**src/rtl/fwd_pkg.sv**
```systemverilog
package fwd_pkg;

  // operand source select encoding
  typedef enum logic [1:0] {
    SRC_RF  = 2'b00,
    SRC_MEM = 2'b01,
    SRC_WB  = 2'b10
  } src_sel_e;

endpackage

```
**src/rtl/fwd_tag_pipe.sv**
```systemverilog
module fwd_tag_pipe #(
  parameter int REG_W = 5
) (
  input  logic             clk,
  input  logic             rst,
  input  logic             bubble,
  input  logic [REG_W-1:0] dec_src_a,
  input  logic [REG_W-1:0] dec_src_b,
  input  logic             dec_use_a,
  input  logic             dec_use_b,
  input  logic [REG_W-1:0] dec_dst,
  input  logic             dec_wr,
  input  logic             dec_load,
  output logic [REG_W-1:0] ex_src_a,
  output logic [REG_W-1:0] ex_src_b,
  output logic             ex_use_a,
  output logic             ex_use_b,
  output logic [REG_W-1:0] ex_dst,
  output logic             ex_wr,
  output logic             ex_load,
  output logic [REG_W-1:0] mem_dst,
  output logic             mem_wr,
  output logic [REG_W-1:0] wb_dst,
  output logic             wb_wr
);

  // Compute-stage tags: a bubble clears every effect of the slot
  always_ff @(posedge clk) begin
    if (rst || bubble) begin
      ex_src_a <= '0;
      ex_src_b <= '0;
      ex_use_a <= 1'b0;
      ex_use_b <= 1'b0;
      ex_dst   <= '0;
      ex_wr    <= 1'b0;
      ex_load  <= 1'b0;
    end else begin
      ex_src_a <= dec_src_a;
      ex_src_b <= dec_src_b;
      ex_use_a <= dec_use_a;
      ex_use_b <= dec_use_b;
      ex_dst   <= dec_dst;
      ex_wr    <= dec_wr;
      ex_load  <= dec_load;
    end
  end

  // Memory and Write Back tags always advance
  always_ff @(posedge clk) begin
    if (rst) begin
      mem_dst <= '0;
      mem_wr  <= 1'b0;
      wb_dst  <= '0;
      wb_wr   <= 1'b0;
    end else begin
      mem_dst <= ex_dst;
      mem_wr  <= ex_wr;
      wb_dst  <= mem_dst;
      wb_wr   <= mem_wr;
    end
  end

endmodule

```
**src/rtl/fwd_load_use.sv**
```systemverilog
module fwd_load_use #(
  parameter int REG_W = 5
) (
  input  logic [REG_W-1:0] ex_dst,
  input  logic             ex_wr,
  input  logic             ex_load,
  input  logic [REG_W-1:0] dec_src_a,
  input  logic [REG_W-1:0] dec_src_b,
  input  logic             dec_use_a,
  input  logic             dec_use_b,
  output logic             hold
);

  logic producer_live;
  logic hit_a, hit_b;

  always_comb begin
    producer_live = ex_load && ex_wr && (ex_dst != '0);
    hit_a = dec_use_a && (dec_src_a == ex_dst);
    hit_b = dec_use_b && (dec_src_b == ex_dst);
    hold  = producer_live && (hit_a || hit_b);
  end

endmodule

```
**src/rtl/fwd_operand.sv**
```systemverilog
module fwd_operand
  import fwd_pkg::*;
#(
  parameter int REG_W = 5,
  parameter int XLEN  = 32
) (
  input  logic [REG_W-1:0] src,
  input  logic             use_src,
  input  logic [REG_W-1:0] mem_dst,
  input  logic             mem_wr,
  input  logic [REG_W-1:0] wb_dst,
  input  logic             wb_wr,
  input  logic [XLEN-1:0]  rf_val,
  input  logic [XLEN-1:0]  mem_val,
  input  logic [XLEN-1:0]  wb_val,
  output logic [1:0]       sel,
  output logic [XLEN-1:0]  val
);

  logic     mem_hit, wb_hit;
  src_sel_e pick;

  always_comb begin
    mem_hit = use_src && mem_wr && (mem_dst != '0) && (mem_dst == src);
    wb_hit  = use_src && wb_wr  && (wb_dst  != '0) && (wb_dst  == src);
    // younger producer first
    if (mem_hit)     pick = SRC_MEM;
    else if (wb_hit) pick = SRC_WB;
    else             pick = SRC_RF;
  end

  always_comb begin
    unique case (pick)
      SRC_MEM: val = mem_val;
      SRC_WB:  val = wb_val;
      default: val = rf_val;
    endcase
    sel = pick;
  end

endmodule

```
**src/rtl/fwd_unit.sv**
```systemverilog
module fwd_unit #(
  parameter int REG_W = 5,
  parameter int XLEN  = 32
) (
  input  logic             clk,
  input  logic             rst,
  input  logic [REG_W-1:0] dec_src_a,
  input  logic [REG_W-1:0] dec_src_b,
  input  logic             dec_use_a,
  input  logic             dec_use_b,
  input  logic [REG_W-1:0] dec_dst,
  input  logic             dec_wr,
  input  logic             dec_load,
  input  logic [XLEN-1:0]  rf_val_a,
  input  logic [XLEN-1:0]  rf_val_b,
  input  logic [XLEN-1:0]  mem_val,
  input  logic [XLEN-1:0]  wb_val,
  output logic             hold_front,
  output logic [1:0]       sel_a,
  output logic [1:0]       sel_b,
  output logic [XLEN-1:0]  alu_in_a,
  output logic [XLEN-1:0]  alu_in_b
);

  localparam int NUM_OPS = 2;

  logic [REG_W-1:0] ex_src_a, ex_src_b, ex_dst, mem_dst, wb_dst;
  logic             ex_use_a, ex_use_b, ex_wr, ex_load, mem_wr, wb_wr;

  logic [REG_W-1:0] op_src [NUM_OPS];
  logic             op_use [NUM_OPS];
  logic [XLEN-1:0]  op_rf  [NUM_OPS];
  logic [1:0]       op_sel [NUM_OPS];
  logic [XLEN-1:0]  op_val [NUM_OPS];

  fwd_tag_pipe #(.REG_W(REG_W)) u_tags (
    .clk       (clk),
    .rst       (rst),
    .bubble    (hold_front),
    .dec_src_a (dec_src_a),
    .dec_src_b (dec_src_b),
    .dec_use_a (dec_use_a),
    .dec_use_b (dec_use_b),
    .dec_dst   (dec_dst),
    .dec_wr    (dec_wr),
    .dec_load  (dec_load),
    .ex_src_a  (ex_src_a),
    .ex_src_b  (ex_src_b),
    .ex_use_a  (ex_use_a),
    .ex_use_b  (ex_use_b),
    .ex_dst    (ex_dst),
    .ex_wr     (ex_wr),
    .ex_load   (ex_load),
    .mem_dst   (mem_dst),
    .mem_wr    (mem_wr),
    .wb_dst    (wb_dst),
    .wb_wr     (wb_wr)
  );

  fwd_load_use #(.REG_W(REG_W)) u_hazard (
    .ex_dst    (ex_dst),
    .ex_wr     (ex_wr),
    .ex_load   (ex_load),
    .dec_src_a (dec_src_a),
    .dec_src_b (dec_src_b),
    .dec_use_a (dec_use_a),
    .dec_use_b (dec_use_b),
    .hold      (hold_front)
  );

  always_comb begin
    op_src[0] = ex_src_a;
    op_src[1] = ex_src_b;
    op_use[0] = ex_use_a;
    op_use[1] = ex_use_b;
    op_rf[0]  = rf_val_a;
    op_rf[1]  = rf_val_b;
  end

  for (genvar g = 0; g < NUM_OPS; g++) begin : g_op
    fwd_operand #(.REG_W(REG_W), .XLEN(XLEN)) u_op (
      .src     (op_src[g]),
      .use_src (op_use[g]),
      .mem_dst (mem_dst),
      .mem_wr  (mem_wr),
      .wb_dst  (wb_dst),
      .wb_wr   (wb_wr),
      .rf_val  (op_rf[g]),
      .mem_val (mem_val),
      .wb_val  (wb_val),
      .sel     (op_sel[g]),
      .val     (op_val[g])
    );
  end

  assign sel_a    = op_sel[0];
  assign sel_b    = op_sel[1];
  assign alu_in_a = op_val[0];
  assign alu_in_b = op_val[1];

endmodule

```
**config.mk**
```make
export PLATFORM = sky130hd
export DESIGN_NAME = fwd_unit
export DESIGN_NICKNAME = d
export VERILOG_FILES = /design/src/rtl/fwd_pkg.sv /design/src/rtl/fwd_tag_pipe.sv /design/src/rtl/fwd_load_use.sv /design/src/rtl/fwd_operand.sv /design/src/rtl/fwd_unit.sv
export SDC_FILE = /design/constraint.sdc
export NUM_CORES = 1
export LEC_CHECK = 0
export BUFFER_PORTS_ARGS = -buffer_cell sky130_fd_sc_hd__buf_2
export CORE_MARGIN = 4
export CORE_UTILIZATION = 40
export CTS_CLUSTER_SIZE = 10
export DETAILED_ROUTE_END_ITERATION = 8
export HOLD_SLACK_MARGIN = 0.05
export PLACE_DENSITY = 0.89
export SKIP_LAST_GASP = 1
export SLEW_MARGIN = 40
export SYNTH_ARGS = -nofsm -noshare
export SYNTH_HDL_FRONTEND = slang
export SYNTH_SLANG_ARGS = --single-unit
export TNS_END_PERCENT = 50
```
**constraint.sdc**
```tcl
create_clock -name clk -period 1.8 [get_ports clk]
set_clock_uncertainty 0.05 [all_clocks]
set_input_delay 0.18 -clock clk [delete_from_list [all_inputs] [get_ports clk]]
set_output_delay 0.18 -clock clk [all_outputs]
set_load 0.05 [all_outputs]
```
======== After elaboration in Yosys (flattened, before gate mapping) ========
Cells that the tools add are included.
cells by class
  equal/unequal tests ..................... 10
  muxes and demuxes ....................... 6
  reductions and logical operators ........ 22
operators with widths
  cell                number
  $pmux 32 s2         2
  $eq 5x5->1          6
  $logic_and 1x1->1   17
  $reduce_bool 5->1   3
  $mux 2              4
  $eq 2x1->1 const B  2
  $eq 2x2->1 const B  2
  $logic_or 1x1->1    2
word-level totals
  register bits after elaboration ......... 31
  input port bits ......................... 149
  output and inout bits ................... 69

======== Depth between registers and ports, before layout ========
Gate-level depths: netlist of the first run.
  depth in word-level cells ............... 7
  mapped depth ............................ 7
  depth with buffers taken out ............ 5

======== Modules after synthesis ========
Synthesis of the first run repeated with hierarchy kept, for this count alone.
unflattened totals
  cell total of the unflattened synthesis .. 454
  area, all modules ....................... 3414.5 um2
modules (own cells, without submodules)
  module        instances  cells each  area each (um2)  seq. area each (um2)
  fwd_operand   2          185         1171.1           0.0
  fwd_tag_pipe  1          67          937.1            620.6
  fwd_load_use  1          17          135.1            0.0

======== Least setup slack after synthesis of the first run ========
OpenSTA, ideal clock, no wires.
  path kind ............................... register to output
  start point ............................. reg u_tags.mem_dst[1]
  end point ............................... out sel_b[1]
  data arrival time ....................... 2.515 ns
  setup slack ............................. -0.945 ns
  stages on the path, launching flop included .. 7
  path buffers ............................ 1
  path through ............................ dfxtp_1 or4_1 o211ai_2 or2_1 buf_6 inv_2 nor3_1
between the ends
  word-level cells in the longest chain between the ends .. 4
  elaborated cells between the ends (all ways) .. 5
  classes of those cells .................. 1 x eq/ne; 1 x mux; 3 x reduce/logical
ends and longest elaborated chain
  element                   RTL line            source
  start, declared           fwd_tag_pipe.sv:21  output logic [REG_W-1:0] mem_dst,
  start signal, assigned    fwd_tag_pipe.sv:56  mem_dst <= ex_dst;
  $reduce_bool 5->1         fwd_operand.sv:24   mem_hit = use_src && mem_wr && (mem_dst != '0) && (mem_dst == src);
  $logic_and 1x1->1         fwd_operand.sv:24
  $logic_and 1x1->1 *       fwd_operand.sv:24
  net g_op[1].u_op.mem_hit  fwd_operand.sv:20   logic mem_hit, wb_hit;
  $mux 2 *                  fwd_operand.sv:27   if (mem_hit) pick = SRC_MEM;
  end, declared             fwd_unit.sv:20      output logic [1:0] sel_b,
Mark *: on every way through the listed nets, which the timed path passes. The rest lies on a longest branch.

======== Worst setup path in the final report of the first run ========
  start point ............................. reg u_tags.wb_dst[1]
  end point ............................... out alu_in_b[19]
between the ends
  word-level cells in the longest chain between the ends .. 7
  elaborated cells between the ends (all ways) .. 9
  classes of those cells .................. 3 x eq/ne; 3 x mux; 3 x reduce/logical
ends and longest elaborated chain
  element                                          RTL line            source
  start, declared                                  fwd_tag_pipe.sv:23  output logic [REG_W-1:0] wb_dst,
  start signal, assigned                           fwd_tag_pipe.sv:58  wb_dst <= mem_dst;
  $reduce_bool 5->1                                fwd_operand.sv:25   wb_hit = use_src && wb_wr && (wb_dst != '0) && (wb_dst == src);
  $logic_and 1x1->1                                fwd_operand.sv:25
  $logic_and 1x1->1 *                              fwd_operand.sv:25
  $mux 2 *                                         fwd_operand.sv:28   else if (wb_hit) pick = SRC_WB;
  $mux 2 *                                         fwd_operand.sv:27
  $eq 2x2->1 / $eq 2x1->1 (equally long branches)  fwd_operand.sv:33   unique case (pick)
  $pmux 32 s2 *                                    fwd_operand.sv:33
  end, declared                                    fwd_unit.sv:22      output logic [XLEN-1:0] alu_in_b
Mark *: on every way between the ends. The rest lies on a longest branch, timed or not.

==> results_dict.tcl, run 1 <==
set metrics [dict create \
    ant_nets 0 \
    r2r_end "u_tags.ex_src_b[4]" \
    max_freq_mhz 402 \
    place_area_mm2 0.00550 \
    synth_top_area_cell "a31oi_2" \
    end_kind "output pin" \
    die-area_mm2 0.0104 \
    die-width_um 102 \
    ir_drop_mv 0.468 \
    dr.pass1.iters 6 \
    core_mm2 0.00838 \
    setup_viol 69 \
    r2r_cells 4 \
    ys_types 30 \
    gr-total-overflow 0 \
    drt_iter0_markers 367 \
    synth_ff_type "dfxtp_1" \
    postSynthAreaPerCell_um2 7.70 \
    mappedNetlistNets 606 \
    crit_chain "or4_4 > buf_4 > o211a_1 > buf_4 > nand3_1 > a31oi_4 > buf_4" \
    crit_path_frequent_cell "buf_4" \
    crit_path_top_delay_cell "or4_4" \
    worst_hold_path_type "input port to flop" \
    run_status "finished with violations" \
    vias 4977 \
    drive_above_1_share_pct 55.0 \
    fillers 601 \
    cp-start-kind "flop" \
    wl_met1_um 5880 \
    finish.instance_area_mm2 0.00609 \
    reg2reg_slack_ns 0.26 \
    area_growth_pct 72.9 \
    route.met3.wl_um 1660 \
    gp_congestion 0.968 \
    yosys.cell_count.top_type "nor3_1" \
    maxCapViolations 0 \
    final_nets 833 \
    cts_tree "yes" \
    whs_endpoint "u_tags.ex_dst[3]" \
    hold_viol_final 0 \
    synthTopCellsByArea "a31oi_2 (18%), dfxtp_1 (18%), nor3_1 (9.4%), nand3_1 (9.1%), o21ai_0 (9.1%)" \
    synth_seq_cells 31 \
    wl_met2_um 8740 \
    antenna_found_initial 5 \
    die_y_um 102 \
    critPathArrivalTime_ns 2.26 \
    slowest_delay_ns 0.56 \
    hold_depth 3 \
    ios 218 \
    required_ns 1.57 \
    via_per_inst 6.28 \
    min_from "dec_dst[3]" \
    syn_area_mm2 0.00352 \
    synth_warnings 0 \
    cts_hold_buf 0 \
    synth_common_cells "nor3_1 (66), nand3_1 (64), o21ai_0 (64)" \
    maxSlewViolCount 0 \
    drt_wl_total_um 17400 \
    grt_pass1_vias 4804 \
    grt_pass1_wl_um 24500 \
    drc_errors 0 \
    violations "setup timing" \
    grt.total_usage_pct 30.0 \
    finalCriticalPeriod_ns 2.49 \
    grt_max_degree 33 \
    hold_ws_ns 0.0705 \
    async_flop_share_pct 0 \
    cts_root_buf "clkbuf_8" \
    clk_latency_ns 0.28 \
    top_layer_used "met4" \
    htreeDepth 2 \
    io_buffers 217 \
    clock_path_buffers 2 \
    cts_buffers 5 \
    clk_pin_slew_ns 0.06 \
    power_density_mw_per_mm2 434 \
    hpwl_um 12500 \
    timing.final.ws_setup_ns -0.690 \
    rsz0062_at_grt "yes" \
    seq_area_frac_synth_pct 17.6 \
    multi_input_area_mm2 0.00318 \
    post-route-period-util_pct 138 \
    yosys.area.top_type_share_pct 17.8 \
    path_max_fanout 22 \
    rows 33 \
    worst_slew_pin_slew_ns 0.490 \
    synthCells 457 \
    initial_utilization_pct 42.0 \
    clock-sinks 31 \
    path_class "flop to output pin" \
    synth-edff-count 0 \
    r2r_start "u_tags.ex_dst[1]" \
    power.leakage_nw 2.30 \
    regArea_um2 627 \
    wl_per_cell_um 21.9 \
    slew_headroom_pct 67.0 \
]
==> worst max path at each step <==
stage | end | slack (ns) | from | cells after the start
global route | alu_in_b[19] | -0.75 | u_tags.wb_dst[1] | 7
global placement | alu_in_b[6] | -0.42 | u_tags.mem_dst[1] | 6
finish | alu_in_b[19] | -0.69 | u_tags.wb_dst[1] | 7
CTS | alu_in_a[4] | -0.70 | u_tags.mem_dst[4] | 6
floorplan | alu_in_a[10] | -0.43 | u_tags.mem_dst[0] | 7
detailed placement | alu_in_b[10] | -0.47 | u_tags.mem_dst[1] | 6
==> cell usage in the layout, fill, tap and decap left out, types with 3 or more instances in the layout <==
| master | instances |
|---|---|
| o21ai_0 | 64 |
| nand4_1 | 4 |
| nor3_2 | 7 |
| dfxtp_1 | 26 |
| buf_2 | 151 |
| nand3_1 | 64 |
| and2_1 | 3 |
| buf_12 | 9 |
| dfxtp_2 | 5 |
| nor2b_1 | 12 |
| xnor2_1 | 24 |
| clkbuf_8 | 6 |
| nand2_1 | 4 |
| a31oi_4 | 62 |
| nand2b_1 | 19 |
| diode_2 | 4 |
| a21oi_1 | 19 |
| buf_4 | 71 |
| buf_6 | 44 |
| nor3_1 | 57 |
| or4_4 | 4 |
| xor2_1 | 6 |
==> report_power, final <==
group	internal, W	switching, W	leakage, nW
Sequential	0.000720	0.0000286	0.258
Combinational	0.000547	0.000798	1.99
Clock	0.000299	0.000249	0.0471
==> metal layers <==
| layer | vias up | GRT usage [%] |
|---|---|---|
| met5 | - | 0 |
| met2 | 403 | 52.4 |
| li1 | 2165 | - |
| met4 | 0 | 15.4 |
| met1 | 2307 | 34.2 |
| met3 | 102 | 7.03 |
==> cells by family (layout without fill, tap and decap cells) <==
kind of cell | after synthesis | after routing | share of synthesized area (%)
other | 0 | 4 | 0
AO/OA/AOI/OAI | 155 | 155 | 38.8
AND/OR/NAND/NOR | 181 | 181 | 27.5
buffers and inverters | 60 | 287 | 8.60
XOR/XNOR | 30 | 30 | 7.46
flip-flops | 31 | 31 | 17.6
==> sequential cells by signal, indices dropped and copies added, names as in the netlist <==
name / cells
u_tags.ex_use_a: 1
u_tags.ex_src_b: 5
u_tags.ex_src_a: 5
u_tags.ex_load: 1
u_tags.mem_wr: 1
u_tags.wb_wr: 1
u_tags.mem_dst: 5
u_tags.ex_dst: 5
u_tags.ex_use_b: 1
u_tags.ex_wr: 1
u_tags.wb_dst: 5
==> what timing repair did <==
item                       in CTS  in global routing
resized for setup              83                 50
pin swaps                       1                  3
setup endpoints to repair      69                 69
cloned                          1                  2
setup buffers                   1                  0
==> critical path, delay by kind of cell (launching register included) <==
kind	cells	cell delay [ns]
simple gates	2	0.75
buf+inv	3	0.59
compound gates	2	0.32
flops	1	0.31
==> metrics by stage <==
stage	total power, W	instances	setup WS, ns	TNS (ns)	utilization [%]
final	0.00264	793	-0.690	-42.83	72.6
after global routing	0.00274	792	-0.754	-47.24	72.6
after CTS	0.00259	787	-0.695	-44.82	70.0
after detailed placement	0.00196	778	-0.466	-27.57	65.6
after global placement	0.00194	778	-0.421	-25.36	65.6
after floorplan	0.00150	457	-0.429	-26.77	-
==> final cells by class <==
type,instances,area share [%]
diodes,4,0.164
clock buffers,6,1.36
clock inverters,1,0.0822
inverters,2,0.123
multi-input cells,366,52.3
flip-flops and latches,31,10.3
well taps,105,2.16
repair buffers,278,33.6
(Power assumes the default switching activity.)
==> inputs of run 2 (changes only) <==
--- a/config.mk
+++ b/config.mk
@@ -11,10 +11,11 @@
 export CTS_CLUSTER_SIZE = 10
 export DETAILED_ROUTE_END_ITERATION = 8
 export HOLD_SLACK_MARGIN = 0.05
-export PLACE_DENSITY = 0.89
+export PLACE_DENSITY = 0.9
 export SKIP_LAST_GASP = 1
 export SLEW_MARGIN = 40
 export SYNTH_ARGS = -nofsm -noshare
 export SYNTH_HDL_FRONTEND = slang
+export SYNTH_HIERARCHICAL = 1
 export SYNTH_SLANG_ARGS = --single-unit
 export TNS_END_PERCENT = 50
==> results_dict.tcl, run 2 <==
set metrics [dict create \
    antenna_found_initial 2 \
    pre_cts_slack_ns -0.496 \
    synth_seq_cells 31 \
    power.leakage_nw 2.46 \
    cts_root_buf "clkbuf_8" \
    violations "setup timing" \
    synth_top_area_cell "dfxtp_1" \
    postSynthAreaPerCell_um2 7.52 \
    ant_nets 0 \
    synth_warnings 6 \
    grt_pass1_wl_um 28200 \
    finalNonFillerCells 796 \
    vias 5627 \
    cts_buffers 5 \
    grt.total_usage_pct 35.0 \
    drt_wl_total_um 19900 \
    synth_common_cells "nor4_1 (68), a31oi_1 (64), nand4_1 (64), o31ai_1 (64), clkbuf_1 (48)" \
    final_common_cell "buf_2" \
    clock-sinks 31 \
    syn_area_mm2 0.00341 \
    power_density_mw_per_mm2 458 \
    dr.pass1.iters 5 \
    die-width_um 100 \
    hold_viol_final 0 \
    clk_pin_slew_ns 0.06 \
    timing.final.ws_setup_ns -0.678 \
    drive_above_1_share_pct 68.9 \
    io_buffers 217 \
    yosys.cell_count.top_type "nor4_1" \
    die-area_mm2 0.0101 \
    yosys.area.top_type_share_pct 18.2 \
    dpl.cell_count 770 \
    run_status "finished with violations" \
    async_flop_share_pct 0 \
    final_nets 835 \
    wl_per_cell_um 24.9 \
    power.share.clock_pct 18.7 \
    seqPwrFrac_pct 24.0 \
    hold_ws_ns 0.0906 \
    synth_ff_type "dfxtp_1" \
    die_y_um 100 \
    maxCapViolations 0 \
    switching_share_pct 43.8 \
    rows 33 \
    via_per_inst 7.07 \
    synth-edff-count 0 \
    power.internal_w 0.00177 \
    grt_pass1_vias 5394 \
    maxSlewViolCount 0 \
    ir_drop_mv 0.667 \
    synthTopCellsByArea "dfxtp_1 (18%), o31ai_1 (14%), nor4_1 (12%), a31oi_1 (12%), nand4_1 (12%)" \
    clock_path_buffers 2 \
    ios 218 \
    critPathArrivalTime_ns 2.25 \
    area_growth_pct 102 \
    worst_hold_path_type "input port to flop" \
    final_cell_mix "buf_2 (151), nand4_1 (64), buf_4 (62), buf_6 (61), nor4_1 (57)" \
    end_kind "output pin" \
    max_freq_mhz 404 \
    path_max_fanout 5 \
    initial_utilization_pct 41.3 \
    hpwl_um 13400 \
    cts_hold_buf 0 \
    combPwrFrac_pct 57.3 \
    switchingPower_w 0.00138 \
    core_mm2 0.00826 \
    clk_latency_ns 0.28 \
    setup_tns_ns -40.43 \
    cts_tree "yes" \
    finalCriticalPeriod_ns 2.48 \
    gp_congestion 1.04 \
    post-route-period-util_pct 138 \
    path_class "flop to output pin" \
    mappedNetlistNets 603 \
    slew_headroom_pct 57.4 \
    seq_area_frac_synth_pct 18.2 \
    fin_util_pct 83.4 \
    setup_viol 69 \
    ys_types 32 \
    synthCells 454 \
    rsz0062_at_grt "yes" \
    gr-total-overflow 0 \
    drc_errors 0 \
    drt_iter0_markers 454 \
    grt_max_degree 34 \
    worst_slew_pin_slew_ns 0.640 \
    htreeDepth 2 \
    cp-start-kind "flop" \
    required_ns 1.57 \
]
-- run 2: cell families after synthesis --
family                 Yosys count  share of synthesized area (%)
AND/OR/NAND/NOR                180                           35.5
flip-flops                      31                           18.2
buffers and inverters           75                           10.0
XOR/XNOR                        26                           6.67
AO/OA/AOI/OAI                  142                           29.7
-- run 2: timing repair --
item                                    in CTS  in global routing
gates resized for setup                    164                 37
pin swaps                                    7                  7
endpoints found under the setup margin      69                 87
setup buffers                                8                  5
cloned                                       3                  3
-- run 2: power by group through the flow --
stage	sequential [W]	combinational (W)	clock [W]
after CTS	0.000757	0.00169	0.000597
final	0.000758	0.00181	0.000590
after detailed placement	0.000769	0.00148	0
after global placement	0.000766	0.00144	0
after global routing	0.000763	0.00185	0.000622
after floorplan	0.000761	0.000900	0
-- run 2: per-layer routing --
layer | wire (µm) | global-route usage [%]
met3 | 2200 | 7.57
met5 | 0 | 0
met1 | 6700 | 40.8
met2 | 9530 | 59.6
met4 | 1420 | 18.5
-- run 2: cell type report --
cell class / count / area [µm²]
Timing Repair Buffer: 296 / 2350
Multi-Input combinational cell: 348 / 3640
Tap cell: 105 / 131
Antenna cell: 4 / 10.0
Clock buffer: 8 / 100
Inverter: 4 / 17.5
Fill cell: 476 / 1370
Sequential cell: 31 / 634
-- run 2: critical path, stage by stage, from the launching register on --
cell and delay, ns:
dfxtp_4 0.37, or4_4 0.57, a21oi_4 0.21, or3_4 0.20, buf_6 0.11, inv_4 0.03, nor4_4 0.27, buf_6 0.20
-- run 2: path summary, 6_finish.rpt --
| check | cells past startpoint | to | startpoint | slack (ns) |
|---|---|---|---|---|
| hold / removal | 2 | u_tags/ex_dst[2] | dec_dst[2] | 0.09 |
| setup / recovery | 7 | sel_a[1] | u_tags/mem_dst[2] | -0.68 |
| hold reg to reg | 1 | u_tags/mem_wr | u_tags/ex_wr | 0.43 |
| setup reg to reg | 5 | u_tags/ex_src_a[3] | u_tags/ex_dst[3] | 0.02 |
-- run 2: metrics by stage --
| stage | instance area, µm² | total power (W) |
|---|---|---|
| 2_1_floorplan | 4280 | 0.00166 |
| 3_3_place_gp | 5870 | 0.00221 |
| 3_5_place_dp | 5870 | 0.00225 |
| 4_1_cts | 6710 | 0.00304 |
| 5_1_grt | 6880 | 0.00324 |
| 6_report | 6890 | 0.00315 |
